--- config.mk ---
export PLATFORM = sky130hd
export DESIGN_NAME = ldma_engine
export DESIGN_NICKNAME = d
export VERILOG_FILES = /design/src/rtl/ldma_pkg.sv /design/src/rtl/ldma_buf.sv /design/src/rtl/ldma_regs.sv /design/src/rtl/ldma_seq.sv /design/src/rtl/ldma_engine.sv
export SDC_FILE = /design/constraint.sdc
export NUM_CORES = 1
export LEC_CHECK = 0
export CORE_MARGIN = 3
export CORE_UTILIZATION = 53
export DETAILED_ROUTE_END_ITERATION = 12
export PLACE_DENSITY = 0.77
export SYNTH_ARGS = -nofsm -noshare
export SYNTH_HDL_FRONTEND = slang
export SYNTH_SLANG_ARGS = --single-unit
--- constraint.sdc ---
create_clock -name clk_i -period 2.33 [get_ports clk_i]
set_input_delay 0.466 -clock clk_i [delete_from_list [all_inputs] [get_ports clk_i]]
set_output_delay 0.466 -clock clk_i [all_outputs]
set_load 0.01 [all_outputs]
--- src/rtl/ldma_pkg.sv ---
`timescale 1ns/1ps
package ldma_pkg;
  localparam int LEN_W     = 13;
  localparam int BURST_LSB = 16;
  localparam int IRQ_BIT   = 21;
  localparam int DINC_BIT  = 30;
  localparam int SINC_BIT  = 31;
  localparam logic [31:0] ALIGN_MASK = 32'hFFFF_FFE0;

  typedef enum logic [2:0] {
    S_IDLE, S_FETCH, S_SETUP, S_RD, S_WR, S_END
  } seq_state_e;

  function automatic int unsigned burst_bytes(input logic [1:0] code);
    case (code)
      2'd0:    return 8;
      2'd1:    return 16;
      default: return 32;
    endcase
  endfunction
endpackage

--- src/rtl/ldma_buf.sv ---
`timescale 1ns/1ps
module ldma_buf #(
  parameter int DEPTH = 32,
  localparam int IW = $clog2(DEPTH)
) (
  input  logic          clk_i,
  input  logic          wr_en_i,
  input  logic [IW-1:0] wr_idx_i,
  input  logic [7:0]    wr_data_i,
  input  logic [IW-1:0] rd_idx_i,
  output logic [7:0]    rd_data_o
);
  logic [7:0] mem_q [DEPTH];

  always_ff @(posedge clk_i) begin
    if (wr_en_i) mem_q[wr_idx_i] <= wr_data_i;
  end

  assign rd_data_o = mem_q[rd_idx_i];
endmodule

--- src/rtl/ldma_regs.sv ---
`timescale 1ns/1ps
module ldma_regs #(
  parameter int unsigned       REG_AW   = 8,
  parameter logic [REG_AW-1:0] CTRL_OFF = '0,
  parameter logic [REG_AW-1:0] STAT_OFF = REG_AW'(4),
  parameter logic [REG_AW-1:0] PTR_OFF  = REG_AW'(8'h60)
) (
  input  logic              clk_i,
  input  logic              rst_ni,
  input  logic [REG_AW-1:0] reg_addr_i,
  input  logic              reg_we_i,
  input  logic [31:0]       reg_wdata_i,
  output logic [31:0]       reg_rdata_o,
  input  logic              busy_i,
  input  logic              end_evt_i,
  output logic              start_o,
  output logic [31:0]       ptr_o,
  output logic              irq_o
);
  import ldma_pkg::*;

  logic [31:0] ptr_q;
  logic        flag_q;
  logic        hit_ctl, hit_sts, hit_ptr, clr_flag;

  assign hit_ctl  = reg_addr_i == CTRL_OFF;
  assign hit_sts  = reg_addr_i == STAT_OFF;
  assign hit_ptr  = reg_addr_i == PTR_OFF;
  assign clr_flag = reg_we_i && hit_sts && reg_wdata_i[1];
  assign start_o  = reg_we_i && hit_ctl && reg_wdata_i[0] && !busy_i;

  always_ff @(posedge clk_i or negedge rst_ni) begin
    if (!rst_ni) begin
      ptr_q  <= '0;
      flag_q <= 1'b0;
    end else begin
      if (reg_we_i && hit_ptr && !busy_i) ptr_q <= reg_wdata_i & ALIGN_MASK;
      if (end_evt_i)     flag_q <= 1'b1;
      else if (clr_flag) flag_q <= 1'b0;
    end
  end

  always_comb begin
    reg_rdata_o = '0;
    if (hit_ctl)      reg_rdata_o[0]   = busy_i;
    else if (hit_sts) reg_rdata_o[1:0] = {flag_q, busy_i};
    else if (hit_ptr) reg_rdata_o      = ptr_q;
  end

  assign ptr_o = ptr_q;
  assign irq_o = flag_q;

  a_r8_flag_sticky: assert property (@(posedge clk_i) disable iff (!rst_ni)
    flag_q && !clr_flag |=> flag_q);
  a_r10_ptr_frozen: assert property (@(posedge clk_i) disable iff (!rst_ni)
    busy_i |=> $stable(ptr_q));
endmodule

--- src/rtl/ldma_seq.sv ---
`timescale 1ns/1ps
module ldma_seq #(
  parameter int MAX_BURST = 32,
  localparam int CNT_W = $clog2(MAX_BURST + 1),
  localparam int IW    = $clog2(MAX_BURST)
) (
  input  logic          clk_i,
  input  logic          rst_ni,
  input  logic          start_i,
  input  logic [31:0]   ptr_i,
  output logic          busy_o,
  output logic          end_evt_o,
  output logic          mem_req_o,
  output logic          mem_we_o,
  output logic          mem_word_o,
  output logic [31:0]   mem_addr_o,
  output logic [31:0]   mem_wdata_o,
  input  logic [31:0]   mem_rdata_i,
  input  logic          mem_ack_i,
  output logic          buf_we_o,
  output logic [IW-1:0] buf_widx_o,
  output logic [7:0]    buf_wdata_o,
  output logic [IW-1:0] buf_ridx_o,
  input  logic [7:0]    buf_rdata_i
);
  import ldma_pkg::*;

  seq_state_e       st_q;
  logic [31:0]      dptr_q, nxt_q, src_q, dst_q;
  logic [1:0]       widx_q, burst_q;
  logic [LEN_W-1:0] len_q, rem_q;
  logic             irq_q, sinc_q, dinc_q;
  logic [CNT_W-1:0] cnt_q, wpos_q, burst_len;
  logic             xfer;

  assign burst_len = CNT_W'(burst_bytes(burst_q));
  assign xfer      = mem_req_o && mem_ack_i;

  always_ff @(posedge clk_i or negedge rst_ni) begin
    if (!rst_ni) begin
      st_q   <= S_IDLE;
      dptr_q <= '0; nxt_q <= '0; src_q <= '0; dst_q <= '0;
      widx_q <= '0; burst_q <= '0; len_q <= '0; rem_q <= '0;
      irq_q  <= 1'b0; sinc_q <= 1'b0; dinc_q <= 1'b0;
      cnt_q  <= '0; wpos_q <= '0;
    end else begin
      case (st_q)
        S_IDLE: if (start_i) begin
          dptr_q <= ptr_i;
          widx_q <= '0;
          st_q   <= S_FETCH;
        end
        S_FETCH: if (xfer) begin
          case (widx_q)
            2'd0: nxt_q <= mem_rdata_i;
            2'd1: src_q <= mem_rdata_i;
            2'd2: dst_q <= mem_rdata_i;
            default: begin
              len_q   <= mem_rdata_i[LEN_W-1:0];
              burst_q <= mem_rdata_i[BURST_LSB +: 2];
              irq_q   <= mem_rdata_i[IRQ_BIT];
              dinc_q  <= mem_rdata_i[DINC_BIT];
              sinc_q  <= mem_rdata_i[SINC_BIT];
              st_q    <= S_SETUP;
            end
          endcase
          widx_q <= widx_q + 2'd1;
        end
        S_SETUP: begin
          rem_q <= len_q;
          cnt_q <= '0;
          st_q  <= (len_q == '0) ? S_END : S_RD;
        end
        S_RD: if (xfer) begin
          cnt_q <= cnt_q + CNT_W'(1);
          rem_q <= rem_q - LEN_W'(1);
          src_q <= src_q + {31'b0, sinc_q};
          if ((cnt_q + CNT_W'(1) == burst_len) || (rem_q == LEN_W'(1))) begin
            wpos_q <= '0;
            st_q   <= S_WR;
          end
        end
        S_WR: if (xfer) begin
          dst_q  <= dst_q + {31'b0, dinc_q};
          wpos_q <= wpos_q + CNT_W'(1);
          if (wpos_q + CNT_W'(1) == cnt_q) begin
            cnt_q <= '0;
            st_q  <= (rem_q == '0) ? S_END : S_RD;
          end
        end
        S_END: begin
          if (nxt_q[0]) st_q <= S_IDLE;
          else begin
            dptr_q <= nxt_q & ALIGN_MASK;
            widx_q <= '0;
            st_q   <= S_FETCH;
          end
        end
        default: st_q <= S_IDLE;
      endcase
    end
  end

  always_comb begin
    mem_req_o   = 1'b0;
    mem_we_o    = 1'b0;
    mem_word_o  = 1'b0;
    mem_addr_o  = '0;
    mem_wdata_o = '0;
    case (st_q)
      S_FETCH: begin
        mem_req_o  = 1'b1;
        mem_word_o = 1'b1;
        mem_addr_o = dptr_q + 32'({widx_q, 2'b00});
      end
      S_RD: begin
        mem_req_o  = 1'b1;
        mem_addr_o = src_q;
      end
      S_WR: begin
        mem_req_o   = 1'b1;
        mem_we_o    = 1'b1;
        mem_addr_o  = dst_q;
        mem_wdata_o = {24'b0, buf_rdata_i};
      end
      default: ;
    endcase
  end

  assign busy_o      = st_q != S_IDLE;
  assign end_evt_o   = (st_q == S_END) && irq_q;
  assign buf_we_o    = (st_q == S_RD) && xfer;
  assign buf_widx_o  = cnt_q[IW-1:0];
  assign buf_wdata_o = mem_rdata_i[7:0];
  assign buf_ridx_o  = wpos_q[IW-1:0];

  a_r2_req_hold: assert property (@(posedge clk_i) disable iff (!rst_ni)
    mem_req_o && !mem_ack_i |=> mem_req_o && $stable(mem_addr_o) && $stable(mem_we_o));
  a_r2_fetch_slot: assert property (@(posedge clk_i) disable iff (!rst_ni)
    mem_req_o && mem_word_o |-> !mem_we_o && mem_addr_o[4] == 1'b0 && mem_addr_o[1:0] == 2'b00);
  a_r5_burst_cap: assert property (@(posedge clk_i) disable iff (!rst_ni)
    cnt_q <= burst_len);
  a_r7_no_empty_read: assert property (@(posedge clk_i) disable iff (!rst_ni)
    st_q == S_RD |-> rem_q != '0);
  a_r9_start_only: assert property (@(posedge clk_i) disable iff (!rst_ni)
    $rose(busy_o) |-> $past(start_i));
endmodule

--- src/rtl/ldma_engine.sv ---
`timescale 1ns/1ps
module ldma_engine #(
  parameter int unsigned REG_AW    = 8,
  parameter int unsigned CHAN_IDX  = 2,
  parameter int unsigned DESC_BASE = 32'h40,
  parameter int unsigned CTRL_ADDR = 32'h00,
  parameter int unsigned STAT_ADDR = 32'h04,
  parameter int          MAX_BURST = 32
) (
  input  logic              clk_i,
  input  logic              rst_ni,
  input  logic [REG_AW-1:0] reg_addr_i,
  input  logic              reg_we_i,
  input  logic [31:0]       reg_wdata_i,
  output logic [31:0]       reg_rdata_o,
  output logic              mem_req_o,
  output logic              mem_we_o,
  output logic              mem_word_o,
  output logic [31:0]       mem_addr_o,
  output logic [31:0]       mem_wdata_o,
  input  logic [31:0]       mem_rdata_i,
  input  logic              mem_ack_i,
  output logic              irq_o
);
  localparam logic [REG_AW-1:0] PTR_OFF = REG_AW'(DESC_BASE + (CHAN_IDX << 4));
  localparam logic [REG_AW-1:0] CTL_OFF = REG_AW'(CTRL_ADDR);
  localparam logic [REG_AW-1:0] STS_OFF = REG_AW'(STAT_ADDR);
  localparam int IW = $clog2(MAX_BURST);

  logic          busy, end_evt, start;
  logic [31:0]   ptr;
  logic          buf_we;
  logic [IW-1:0] buf_widx, buf_ridx;
  logic [7:0]    buf_wdata, buf_rdata;

  ldma_regs #(
    .REG_AW(REG_AW), .CTRL_OFF(CTL_OFF), .STAT_OFF(STS_OFF), .PTR_OFF(PTR_OFF)
  ) u_regs (
    .clk_i, .rst_ni, .reg_addr_i, .reg_we_i, .reg_wdata_i, .reg_rdata_o,
    .busy_i(busy), .end_evt_i(end_evt), .start_o(start), .ptr_o(ptr), .irq_o
  );

  ldma_seq #(.MAX_BURST(MAX_BURST)) u_seq (
    .clk_i, .rst_ni, .start_i(start), .ptr_i(ptr), .busy_o(busy), .end_evt_o(end_evt),
    .mem_req_o, .mem_we_o, .mem_word_o, .mem_addr_o, .mem_wdata_o, .mem_rdata_i, .mem_ack_i,
    .buf_we_o(buf_we), .buf_widx_o(buf_widx), .buf_wdata_o(buf_wdata),
    .buf_ridx_o(buf_ridx), .buf_rdata_i(buf_rdata)
  );

  ldma_buf #(.DEPTH(MAX_BURST)) u_buf (
    .clk_i, .wr_en_i(buf_we), .wr_idx_i(buf_widx), .wr_data_i(buf_wdata),
    .rd_idx_i(buf_ridx), .rd_data_o(buf_rdata)
  );
endmodule

### Word-level counts from Yosys, hierarchy flattened

Memories as Yosys holds them, arrays and structs flattened.
Cells that the tools add are included.

* bits in registers: 204
* RAM bits: 256
* input port bits: 76
* output and inout bits: 100
* word-level logic and storage cells: 138
* memories kept: 1

* add/sub/neg operators: 7
* equal/unequal tests: 23
* muxes and demuxes: 51
* bitwise logic cells: 1
* reductions and logical operators: 39

Memories
* u_buf.mem_q: words 32, width 8, read ports 1, clocked after Yosys merged registers in 0, write ports 1, RTL line ldma_buf.sv:13 `logic [7:0] mem_q [DEPTH];`

Operator list (count)
* 32-bit 2-to-1 mux: 9
* 32-bit one-hot mux with 2 select lines: 3
* 32-bit one-hot mux with 3 select lines: 1
* 32-bit by 1-bit adder with 32-bit output: 2
* 6-bit 2-to-1 mux: 6
* 32-bit by 4-bit adder with 32-bit output: 1
* 31-bit 2-to-1 mux: 1
* 30-bit 2-to-1 mux: 1
* 3-bit 2-to-1 mux: 9
* 13-bit logical NOT: 2
* 13-bit one-hot mux with 2 select lines: 1
* 6-bit one-hot mux with 2 select lines: 2
* 4-bit AND reduction: 5
* 3-bit one-hot mux with 6 select lines: 1
* 6-bit one-hot mux with 3 select lines: 1
* 13-bit by 1-bit equality test with 1-bit output, second input constant: 1
* 13-bit 2-to-1 mux: 1
* 13-bit by 1-bit subtractor with 13-bit output, second input constant: 1
* 6-bit by 1-bit adder with 6-bit output, second input constant: 2
* 6-bit equality test: 2
* 2-bit nonzero test: 6
* 1-bit logical AND: 10
* 2-bit by 1-bit != test with 1-bit output, second input constant: 5
* 2-bit != test, second input constant: 5
* other kinds (23): 43

### Longest topological paths before layout

Gate-level depths: netlist of run 1.

* depth in word-level cells: 7
* gate-level depth with buffers: 9
* depth with buffers taken out: 9

### Hierarchy

From an unflattened synthesis of run 1, not the netlist that was laid out.

* cell total of the unflattened synthesis: 1734
* area total of the unflattened synthesis: 21953.6 um2

Modules (own cells, without submodules)
* ldma_seq: instances 1, cells each 1214, area an instance 10591.4 um2, seq. area each 4304.1 um2
* ldma_buf: instances 1, cells each 409, area an instance 9893.2 um2, seq. area each 7687.4 um2
* ldma_regs: instances 1, cells each 111, area an instance 1468.9 um2, seq. area each 700.7 um2

### Worst setup path before layout of run 1

Ideal clock, no wire load.

* path kind: flip-flop to output port
* from: register u_seq.wpos_q[0]
* to: output mem_wdata_o[5]
* data arrival time: 1.876 ns
* required time: 1.864 ns
* slack: -0.012 ns
* cell stages (with the launch flop): 10
* path buffers: 3
* cell sequence: dfrtp_1 buf_2 buf_2 buf_2 mux2i_1 o221ai_1 o22ai_1 a21oi_1 a21oi_1 nor2_1

* cells in the longest elaborated chain, start to end: 2

Ends and longest elaborated chain
* from (decl): RTL line ldma_seq.sv:33 `logic [CNT_W-1:0] cnt_q, wpos_q, burst_len;`
* from (signal assigned): RTL line ldma_seq.sv:85 `wpos_q <= wpos_q + CNT_W'(1);`
* memory read 32 x 8 bit
* 8-bit 2-to-1 mux: RTL line ldma_seq.sv:110 `case (st_q)`
* to (decl): RTL line ldma_engine.sv:20 `output logic [31:0] mem_wdata_o,`

No other way between the ends.

### Worst setup path in the final report of run 1

* from: register u_seq.wpos_q[0]
* to: output mem_wdata_o[2]

Same word-level chain as after synthesis.

==> metrics.md, run 1 <==
| Metric | Value |
|---|---|
| Sequential-to-total area share from yosys stat | `59.7%` |
| Number of synthesized flops with an enable pin | `256` |
| Synth top area share | `36.5%` |
| GRT Total Usage | `27.5%` |
| Avg Cell Area, Syn | `12.1 um^2` |
| Routed Antenna Nets | `0` |
| Yosys warning count | `0` |
| Cts bufs inserted | `46` |
| Final core area utilization | `70.6%` |
| Worst Setup Start Kind | `flop` |
| First-pass GRT wire length | `90300 um` |
| Worst clock skew | `18.1 ps` |
| N_diodes | `0` |
| Die H | `205 um` |
| Leakage power | `10.7 nW` |
| Overflow after GRT | `0` |
| Ys async rst share | `43.2%` |
| Final setup margin | `-863 ps` |
| CTS tree | `done` |
| Violated checks | `setup timing` |
| Final Hold Viols | `0` |
| Setup CP Type | `flop to output pin` |
| Dpl ws | `-648 ps` |
| Final setup viols | `55` |
| Die width | `205 um` |
| Achievable frequency | `313 MHz` |
| Area after DPL | `24100 um^2` |
| Post-Layout Cell Count | `2619` |
| Main flop type after synthesis | `edfxtp_1` |
| Power Density | `1100 nW/um^2` |
| DP Cell Count | `2455` |
| Clock transition at the registers of the reported paths | `60 ps` |
| Core ar. | `38900 um^2` |
| Area Overhead vs Synth | `30.5%` |
| Worst vdd ir | `0.624 mV` |
| Gp weighted congestion | `0.915` |
| Setup TNS | `-13220 ps` |
| Clk sinks | `451` |
| Hold Worst Slack | `402 ps` |
| DR vias/cell | `6.33` |
| Unrepaired setup endpoints after global routing | `true` |
| CTS H-tree lvls | `2` |
| Number of global-route vias before repair | `16300` |
| Fin crit period | `3190 ps` |
| Library cells used by synthesis | `70` |
| Max_slew headroom | `55.6%` |
| Worst-Skew Late Latency | `590 ps` |
| Starting Density | `54.1%` |
| Initial antenna violation count | `0` |
| Crit path DAT | `2730 ps` |
| Yosys top cell by area | `edfxtp_1` |
| Final wirelength | `63000 um` |
| Status | `finished with violations` |
| FF+latch count, synth | `451` |
| Filler cell count | `2527` |
| Final Net Count | `2157` |
| WP data required | `1860 ps` |
| Synth Instances | `1735` |
| Die Area | `42100 um^2` |
| Cell Area, Synth | `21000 um^2` |
| Most frequent cells in the layout | `256 x edfxtp_1, 188 x dfrtp_1, 157 x buf_4` |
| Crit. End Element | `output pin` |
| HPWL after DPL | `36900 um` |
| Drt wl/cell | `24.0 um` |
| Synth top area cells | `edfxtp_1 37%, dfrtp_1 23%, mux2i_1 5.8%` |
| Worst min path class | `primary input to async pin` |
| Via count | `16600` |
| Crit path max fanout | `10` |
| Initial DRT Pass Iterations | `8` |
| Iteration-0 DRC Markers | `2024` |
| Pwr Total | `30.3 mW` |
| Largest net degree at the start of global routing | `69` |
| Worst Tran Pin Value | `664 ps` |
| Max-Cap Viols | `0` |
| Final max-slew violation count | `0` |
| Design Area, Final | `27500 um^2` |
| Fin crit share | `137%` |
| Commonest non-fill, non-tap cell in the layout | `edfxtp_1` |
| Ports | `176` |
| # rows | `72` |
| Max Buffers Root-to-Sink | `3` |
| Share of layout cells above drive strength 1 | `31.5%` |
| Root buf cell | `clkbuf_16` |
| # DRC | `0` |
| Port-buffer cells | `145` |
==> Yosys cell counts, types with 5 or more instances <==
| cell type | count |
|---|---|
| a31oi_1 | 7 |
| buf_2 | 20 |
| nor4_1 | 8 |
| ha_1 | 16 |
| a22o_1 | 5 |
| edfxtp_1 | 256 |
| nand2b_1 | 6 |
| nand2_1 | 155 |
| buf_1 | 10 |
| a21oi_1 | 134 |
| inv_1 | 15 |
| o21ai_0 | 125 |
| or3_1 | 5 |
| and3_1 | 13 |
| a211oi_1 | 8 |
| xnor2_1 | 8 |
| clkbuf_1 | 67 |
| mux4_2 | 32 |
| and2_1 | 31 |
| a2bb2oi_1 | 8 |
| nand3_2 | 5 |
| o221ai_1 | 33 |
| nor3_1 | 18 |
| nand3_1 | 57 |
| nand3b_1 | 6 |
| buf_4 | 31 |
| nor2b_1 | 7 |
| dfrtp_1 | 195 |
| nor2_1 | 132 |
| mux2i_1 | 122 |
| o22ai_1 | 50 |
| nand4_1 | 14 |
| mux2_2 | 73 |
==> logic make-up after synthesis <==
group | Yosys count | share of synthesized area, %
buf+inv | 150 | 3.58
flops | 451 | 59.7
compound gates | 408 | 11.6
other cells | 1 | 0.0178
xor+xnor | 12 | 0.500
mux | 227 | 13.1
simple gates | 470 | 10.5
fa+ha+maj | 16 | 0.951
==> worst max-delay path, stage by stage (launching register included) <==
cell and delay [ps]:
dfrtp_4 520, buf_12 150, buf_4 140, buf_16 150, mux4_2 480, o22ai_2 230, a21oi_2 90, a21oi_2 190
nor2_1 60, buf_2 140
==> registers in the layout, summed over array words and instances (netlist names), 2 cells and up <==
| name | cells |
|---|---|
| u_buf.mem_q | 256 |
| u_regs.ptr_o | 27 |
| u_seq.burst_q | 2 |
| u_seq.cnt_q | 6 |
| u_seq.dptr_q | 27 |
| u_seq.dst_q | 32 |
| u_seq.len_q | 13 |
| u_seq.nxt_q | 28 |
| u_seq.rem_q | 13 |
| u_seq.src_q | 32 |
| u_seq.st_q | 3 |
| u_seq.widx_q | 2 |
| u_seq.wpos_q | 6 |
==> routing by layer <==
layer,track usage (%),vias up,share of wire (%)
met5,0,-,0
met1,35.7,8153,37
met2,46.0,1059,49
li1,-,7136,-
met3,5.11,242,8.6
met4,11.4,0,5.2
==> repair_timing <==
action,4_1_cts,5_1_grt
pin swaps,46,65
endpoints found under the setup margin,81,111
cloned,8,7
resized for setup,472,181
setup buffers,36,42
hold buffers,1,0
hold endpoints to repair,47,0
==> cell type report <==
cell class,count,area (um^2),share of cell area [%]
Inverter,16,67.6,0.246
Sequential cell,451,12600,45.8
Clock buffer,66,1330,4.84
Tap cell,518,648,2.36
Timing Repair Buffer,388,3860,14.1
Timing Repair inverter,1,7.51,0.0273
Multi-Input combinational cell,1161,8770,31.9
Clock inverter,18,201,0.733
==> path summary, 6_finish.rpt <==
check / start / end / slack (ps) / cells after the start
max in group asynchronous: rst_ni / u_seq.wpos_q[0]$_DFFE_PN0P_ / 1120 / 3
worst min-delay path: rst_ni / u_regs.ptr_o[27]$_DFFE_PN0P_ / 400 / 2
min in group clk_i: u_seq.dptr_q[21]$_DFFE_PN0P_ / u_seq.dptr_q[21]$_DFFE_PN0P_ / 480 / 2
worst max-delay path: u_seq.wpos_q[0]$_DFFE_PN0P_ / mem_wdata_o[2] / -860 / 9
worst min register to register: u_seq.dptr_q[21]$_DFFE_PN0P_ / u_seq.dptr_q[21]$_DFFE_PN0P_ / 480 / 2
worst max register to register: u_seq.wpos_q[0]$_DFFE_PN0P_ / u_seq.st_q[1]$_DFFE_PN0P_ / -540 / 14
==> where the power goes <==
part | switching (mW) | total [mW] | internal (mW)
sequential | 1.47 | 11.2 | 9.71
combinational | 6.07 | 11.6 | 5.49
clock | 3.15 | 7.56 | 4.42
total | 10.7 | 30.3 | 19.6
Power figures use the tool's default switching activity.
==> run 2, diff against run 1 <==
--- a/config.mk
+++ b/config.mk
@@ -5,10 +5,9 @@
 export SDC_FILE = /design/constraint.sdc
 export NUM_CORES = 1
 export LEC_CHECK = 0
-export CORE_MARGIN = 3
-export CORE_UTILIZATION = 53
+export CORE_UTILIZATION = 45
 export DETAILED_ROUTE_END_ITERATION = 12
-export PLACE_DENSITY = 0.77
+export PLACE_DENSITY = 0.67
 export SYNTH_ARGS = -nofsm -noshare
 export SYNTH_HDL_FRONTEND = slang
 export SYNTH_SLANG_ARGS = --single-unit
==> metrics.md, run 2 (same netlist as run 1, synthesis figures left out) <==
| Metric | Value |
|---|---|
| Status | `finished with violations (unchanged)` |
| Violated checks | `setup timing (unchanged)` |
| Worst min path class | `primary input to flop (was primary input to async pin)` |
| Final setup viols | `54 (was 55)` |
| Worst vdd ir | `0.591 mV (was 0.624 mV)` |
| Setup CP Type | `flop to output pin (unchanged)` |
| DR vias/cell | `5.92 (was 6.33)` |
| Commonest non-fill, non-tap cell in the layout | `edfxtp_1 (unchanged)` |
| Crit path DAT | `2700 ps (was 2730 ps)` |
| Critical path's top delay family | `buffers and inverters (unchanged)` |
| Worst Setup Start Kind | `flop (unchanged)` |
| Filler cell count | `3464 (was 2527)` |
| Port-buffer cells | `145 (unchanged)` |
| Clock transition at the registers of the reported paths | `60 ps (about the same)` |
| Crit. End Element | `output pin (unchanged)` |
| Final wirelength | `61000 um (was 63000 um)` |
| Initial DRT Pass Iterations | `7 (was 8)` |
| Final max-slew violation count | `0 (unchanged)` |
| Worst clock skew | `22.4 ps (was 18.1 ps)` |
| Overflow after GRT | `0 (unchanged)` |
| Crit path max fanout | `7 (was 10)` |
| Share of layout cells above drive strength 1 | `33.4% (was 31.5%)` |
| Worst-Skew Late Latency | `610 ps (was 590 ps)` |
| GRT Total Usage | `25.0% (was 27.5%)` |
| Final Net Count | `2171 (was 2157)` |
| Largest regs | `u_buf.mem_q: 256 flops, u_seq.dst_q: 32 flops, u_seq.src_q: 32 flops (unchanged)` |
| Drt wl/cell | `22.5 um (was 24.0 um)` |
| Achievable frequency | `316 MHz (was 313 MHz)` |
| Core ar. | `45800 um^2 (was 38900 um^2)` |
| Number of global-route vias before repair | `15800 (was 16300)` |
| Starting Density | `46.0% (was 54.1%)` |
| CP Cell Sequence | `buf_12 -> buf_16 -> mux2i_4 -> o221ai_4 -> nand2_2 -> a211oi_2 -> buf_4 -> a21oi_2 -> nor2_1 -> buf_2 (was buf_12 -> buf_4 -> buf_16 -> mux4_2 -> o22ai_2 -> a21oi_2 -> a21oi_2 -> nor2_1 -> buf_2)` |
| Largest net degree at the start of global routing | `62 (was 69)` |
| Die H | `218 um (was 205 um)` |
| Max FFs per register | `256 (unchanged)` |
| WP data required | `1860 ps (about the same)` |
| Worst path slowest cell | `dfrtp_4 (unchanged)` |
| Bufs and invs on worst path | `4 (unchanged)` |
| Cts bufs inserted | `48 (was 46)` |
| Gp weighted congestion | `0.841 (was 0.915)` |
| Die width | `218 um (was 205 um)` |
| Reg with most FFs | `u_buf.mem_q (unchanged)` |
| Worst Tran Pin Value | `592 ps (was 664 ps)` |
| Most frequent cells in the layout | `256 x edfxtp_1, 189 x dfrtp_1, 127 x buf_4 (was 256 x edfxtp_1, 188 x dfrtp_1, 157 x buf_4)` |
| Via count | `16100 (was 16600)` |
| # rows | `78 (was 72)` |
| First-pass GRT wire length | `90900 um (was 90300 um)` |
| Max Buffers Root-to-Sink | `3 (unchanged)` |
| Final setup margin | `-838 ps (was -863 ps)` |
| Clk sinks | `451 (unchanged)` |
| Routed Antenna Nets | `0 (unchanged)` |
| Final Hold Viols | `0 (unchanged)` |
| Power Density | `1070 nW/um^2 (was 1100 nW/um^2)` |
| Iteration-0 DRC Markers | `1369 (was 2024)` |
| Fin crit share | `136% (was 137%)` |
| Hold Worst Slack | `399 ps (was 402 ps)` |
| CP peak stage delay | `560 ps (was 520 ps)` |
| CTS H-tree lvls | `2 (unchanged)` |
| # DRC | `0 (unchanged)` |
| Pwr Total | `29.9 mW (was 30.3 mW)` |
| Max_slew headroom | `60.2% (was 55.6%)` |
| Leakage power | `11.0 nW (was 10.7 nW)` |
| Unrepaired setup endpoints after global routing | `true (unchanged)` |
| Area Overhead vs Synth | `32.8% (was 30.5%)` |
| CTS tree | `done (unchanged)` |
| Max-Cap Viols | `0 (unchanged)` |
| Initial antenna violation count | `1 (was 0)` |
| HPWL after DPL | `36700 um (was 36900 um)` |
| Ports | `176 (unchanged)` |
| Fin crit period | `3170 ps (was 3190 ps)` |
| Die Area | `47600 um^2 (was 42100 um^2)` |
| Root buf cell | `clkbuf_16 (unchanged)` |
[run 2: changes by cell type in the layout (fill, tap and decap cells not counted), moves of 12 or more]
cell / change
buf_6: +38
clkbuf_2: +13
buf_2: -20
nor2_2: +27
nor2_1: -27
buf_4: -30
nand2_1: -12
[run 2: where the power goes]
group / internal (mW) / switching [mW]
Clock: 4.23 / 3.25
Sequential: 9.71 / 1.43
Combinational: 5.46 / 5.81
Total: 19.4 / 10.5
[run 2: layer usage]
metal | global-route usage (%) | routed length [um] | part of all wire [%] | vias up
met4 | 9.49 | 2330 | 3.8 | 0
met5 | 0 | 0 | 0 | -
met2 | 41.1 | 29600 | 49 | 740
li1 | - | - | - | 7163
met1 | 33.1 | 25000 | 41 | 8028
met3 | 4.04 | 4090 | 6.7 | 164
[run 2: through the flow]
step	std cells	setup TNS [ps]	setup slack [ps]	util [%]	instance area, um^2
3_3_place_gp	2536	-27940	-801	52.9	24200
5_1_grt	2716	-20880	-913	61.0	27900
4_1_cts	2692	-16060	-855	59.2	27100
2_1_floorplan	1761	0	30.5	-	21100
6_report	2718	-16840	-838	61.1	27900
3_5_place_dp	2536	-28290	-840	52.9	24200
[run 2: tightest hold or removal path, cell delays in order]
cell	delay, ps
clkbuf_2	80
nor2_2	40
and3_1	170
nand4_1	100
nand2_1	50
o21ai_0	60
[run 2: final timing paths]
check	cells after the start	to	slack (ps)	from
max	10	mem_wdata_o[2]	-840	u_seq.wpos_q[0]$_DFFE_PN0P_
min	6	u_regs.irq_o$_DFFE_PN0P_	400	reg_addr_i[7]
max reg2reg	11	u_seq.st_q[0]$_DFFE_PN0P_	-280	u_seq.wpos_q[0]$_DFFE_PN0P_
min reg2reg	2	u_seq.dptr_q[19]$_DFFE_PN0P_	480	u_seq.dptr_q[19]$_DFFE_PN0P_
max in group asynchronous	3	u_regs.ptr_o[9]$_DFFE_PN0P_	1190	rst_ni
min in group asynchronous	2	u_regs.ptr_o[24]$_DFFE_PN0P_	410	rst_ni
[run 2: cell type report]
class | instances | area, um^2 | share of cell area (%)
antenna | 2 | 5.00 | 0.0179
clock buffer | 71 | 1380 | 4.93
clock inverter | 16 | 141 | 0.506
inverter | 16 | 67.6 | 0.242
multi-input combinational | 1160 | 8810 | 31.5
sequential | 451 | 12600 | 45.0
tap | 600 | 751 | 2.69
timing repair buffer | 402 | 4220 | 15.1
[run 2: repair_timing]
action	CTS	global route
pin swaps	60	52
buffers inserted	60	37
resized for setup	443	241
hold buffers	1	0
gates cloned	13	3
setup endpoints to repair	85	380
endpoints found under the hold margin	49	0
==> run 3, diff against run 2 <==
--- a/config.mk
+++ b/config.mk
@@ -7,7 +7,6 @@
 export LEC_CHECK = 0
 export CORE_UTILIZATION = 45
 export DETAILED_ROUTE_END_ITERATION = 12
-export PLACE_DENSITY = 0.67
 export SYNTH_ARGS = -nofsm -noshare
 export SYNTH_HDL_FRONTEND = slang
 export SYNTH_SLANG_ARGS = --single-unit
==> constraint.sdc (replaced) <==
create_clock -name clk_i -period 3.4 [get_ports clk_i]
set_input_delay 0.68 -clock clk_i [delete_from_list [all_inputs] [get_ports clk_i]]
set_output_delay 0.68 -clock clk_i [all_outputs]
set_load 0.01 [all_outputs]
==> metrics.md, run 3 (same netlist as run 1, synthesis figures left out) <==
| Metric | Value |
|---|---|
| Largest regs | `u_buf.mem_q: 256 flops, u_seq.dst_q: 32 flops, u_seq.src_q: 32 flops (unchanged)` |
| Max-Cap Viols | `0 (unchanged)` |
| Root buf cell | `clkbuf_16 (unchanged)` |
| Setup CP Type | `flop to output pin (unchanged)` |
| Initial DRT Pass Iterations | `5 (was 7)` |
| Max FFs per register | `256 (unchanged)` |
| # rows | `78 (unchanged)` |
| Port-buffer cells | `145 (unchanged)` |
| Iteration-0 DRC Markers | `1239 (was 1369)` |
| Clk sinks | `451 (unchanged)` |
| # DRC | `0 (unchanged)` |
| Clock transition at the registers of the reported paths | `60 ps (about the same)` |
| Power Density | `745 nW/um^2 (was 1070 nW/um^2)` |
| DR vias/cell | `5.73 (was 5.92)` |
| Drt wl/cell | `21.6 um (was 22.5 um)` |
| Area after DPL | `23500 um^2 (was 24200 um^2)` |
| Die H | `218 um (unchanged)` |
| Worst path slowest cell | `dfrtp_4 (unchanged)` |
| Reg-to-reg endpoint | `u_seq.st_q[0]$_DFFE_PN0P_ (unchanged)` |
| Crit path max fanout | `6 (was 7)` |
| Initial antenna violation count | `0 (was 1)` |
| Max Buffers Root-to-Sink | `3 (unchanged)` |
| Cts bufs inserted | `49 (was 48)` |
| Core ar. | `45800 um^2 (unchanged)` |
| First-pass GRT wire length | `85200 um (was 90900 um)` |
| Worst-case reg-to-reg path depth | `11 (unchanged)` |
| Design Area, Final | `25500 um^2 (was 27900 um^2)` |
| Largest net degree at the start of global routing | `92 (was 62)` |
| Starting Density | `46.0% (unchanged)` |
| Max_slew headroom | `23.2% (was 60.2%)` |
| Ports | `176 (unchanged)` |
| Commonest non-fill, non-tap cell in the layout | `edfxtp_1 (unchanged)` |
| Worst Tran Pin Value | `1150 ps (was 592 ps)` |
| Metal3 WL | `2660 um (was 4090 um)` |
| R2r setup slk | `330 ps (was -280 ps)` |
| Fin crit period | `3370 ps` |
| HPWL after DPL | `35600 um (was 36700 um)` |
| Leakage power | `9.50 nW (was 11.0 nW)` |
| Final max-slew violation count | `0 (unchanged)` |
| Overflow after GRT | `0 (unchanged)` |
| Crit path DAT | `2690 ps (was 2700 ps)` |
| End of the critical path | `mem_wdata_o[6] (was mem_wdata_o[2])` |
| Routed wl met2 | `26900 um (was 29600 um)` |
| Number of global-route vias before repair | `14600 (was 15800)` |
| Crit path from | `u_seq.wpos_q[0]$_DFFE_PN0P_ (unchanged)` |
| Fin crit share | `99.0%` |
| Crit. End Element | `output pin (unchanged)` |
| CP peak stage delay | `520 ps (was 560 ps)` |
| GRT Total Usage | `23.3% (was 25.0%)` |
| N_diodes | `0 (was 2)` |
| Share of layout cells above drive strength 1 | `17.8% (was 33.4%)` |
| CTS tree | `done (unchanged)` |
| Unrepaired setup endpoints after global routing | `true (unchanged)` |
| Reg with most FFs | `u_buf.mem_q (unchanged)` |
| CP Cell Sequence | `buf_6 -> buf_12 -> buf_8 -> mux4_2 -> o22ai_1 -> a211oi_1 -> a21oi_1 -> nor2_1 -> buf_2 (was buf_12 -> buf_16 -> mux2i_4 -> o221ai_4 -> nand2_2 -> a211oi_2 -> buf_4 -> a21oi_2 -> nor2_1 -> buf_2)` |
| Routed Antenna Nets | `0 (unchanged)` |
| Die width | `218 um (unchanged)` |
| Routed met1 length | `24200 um (was 25000 um)` |
| Status | `finished clean (was finished with violations)` |
| Final core area utilization | `55.8% (was 61.1%)` |
| R2r startpoint | `u_seq.wpos_q[0]$_DFFE_PN0P_ (unchanged)` |
| Worst Setup Start Kind | `flop (unchanged)` |
| Via count | `14700 (was 16100)` |
| Gp weighted congestion | `0.834 (was 0.841)` |
| Max Used Layer | `met4 (unchanged)` |
| Die Area | `47600 um^2 (unchanged)` |
| Final wirelength | `55200 um (was 61000 um)` |
| Achievable frequency | `297 MHz` |
| Final Hold Viols | `0 (unchanged)` |
| Worst-Skew Late Latency | `600 ps (was 610 ps)` |
| Final setup viols | `0 (was 54)` |
| Area Overhead vs Synth | `21.4% (was 32.8%)` |
| WP data required | `2720 ps (was 1860 ps)` |
| Worst clock skew | `22.7 ps (was 22.4 ps)` |
| Hold_buf cts | `0 (was 1)` |
| Final Net Count | `2009 (was 2171)` |
| CTS H-tree lvls | `2 (unchanged)` |
| Worst vdd ir | `0.446 mV (was 0.591 mV)` |
| Most frequent cells in the layout | `256 x edfxtp_1, 192 x dfrtp_1, 155 x nand2_1 (was 256 x edfxtp_1, 189 x dfrtp_1, 127 x buf_4)` |
| Worst min path class | `primary input to async pin (was primary input to flop)` |
[run 3: cell types whose count changed in the layout (fill, tap and decap cells not counted), sizes merged, moves of 5 or more]
| cell | delta |
|---|---|
| buf | -197 |
| dlygate4sd2 | -11 |
| clkinv | +5 |
| bufinv | +7 |
| clkbuf | -27 |
| clkdlybuf4s50 | +71 |
[run 3: per-layer routing]
layer | vias to the layer above | track usage [%]
met5 | - | 0
met4 | 0 | 8.11
met3 | 85 | 3.23
met2 | 406 | 38.6
met1 | 7349 | 31.5
li1 | 6827 | -
[run 3: area by class of cell]
| type | count | area (um^2) |
|---|---|---|
| tap | 600 | 751 |
| inverter | 16 | 63.8 |
| timing repair buffer | 239 | 2410 |
| clock inverter | 29 | 379 |
| sequential | 451 | 12600 |
| clock buffer | 63 | 1360 |
| multi-input combinational | 1160 | 8000 |
| fill | 3803 | 20200 |
[run 3: through the flow]
stage                     std cells  power [mW]  TNS, ps  worst slack, ps  hold WS (ps)
final                          2558        19.0        0             33.1          71.2
after floorplan                1761        11.1        0              844           384
after global placement         2454        13.0        0              158           460
after detailed placement       2454        13.1        0              160           472
after global routing           2558        20.0     -365             -102          95.7
after CTS                      2553        19.0    -6.73            -6.73          58.0
[run 3: repair_timing]
item,CTS,global route
setup endpoints to repair,21,9
gates resized for setup,57,18
setup buffers,6,4
pin swaps,11,13
gates cloned,1,1
[run 3: how the worst min path moves through the flow]
| stage | startpoint | end |
|---|---|---|
| 3_3_place_gp | u_seq.dptr_q[16]$_DFFE_PN0P_ | u_seq.dptr_q[16]$_DFFE_PN0P_ |
| 3_5_place_dp | u_seq.dptr_q[15]$_DFFE_PN0P_ | u_seq.dptr_q[15]$_DFFE_PN0P_ |
| 4_1_cts | rst_ni | u_seq.nxt_q[25]$_DFFE_PN0P_ |
| 6_report | rst_ni | u_seq.nxt_q[25]$_DFFE_PN0P_ |
| 5_1_grt | rst_ni | u_seq.dptr_q[25]$_DFFE_PN0P_ |
| 2_1_floorplan | rst_ni | u_regs.irq_o$_DFFE_PN0P_ |
[run 3: report_power, final]
part	switching (mW)	internal [mW]	leakage (nW)
logic	3.19	2.59	3.90
registers	0.875	6.65	4.74
clock network	2.25	3.45	0.861
[run 3: critical path: cells and delay by family (launching register included)]
family / cells / cell delay [ps]
and+or+nand+nor: 1 / 90
DFF: 1 / 520
AOI/OAI and AO/OA: 3 / 410
muxes: 1 / 460
buffers and inverters: 4 / 590
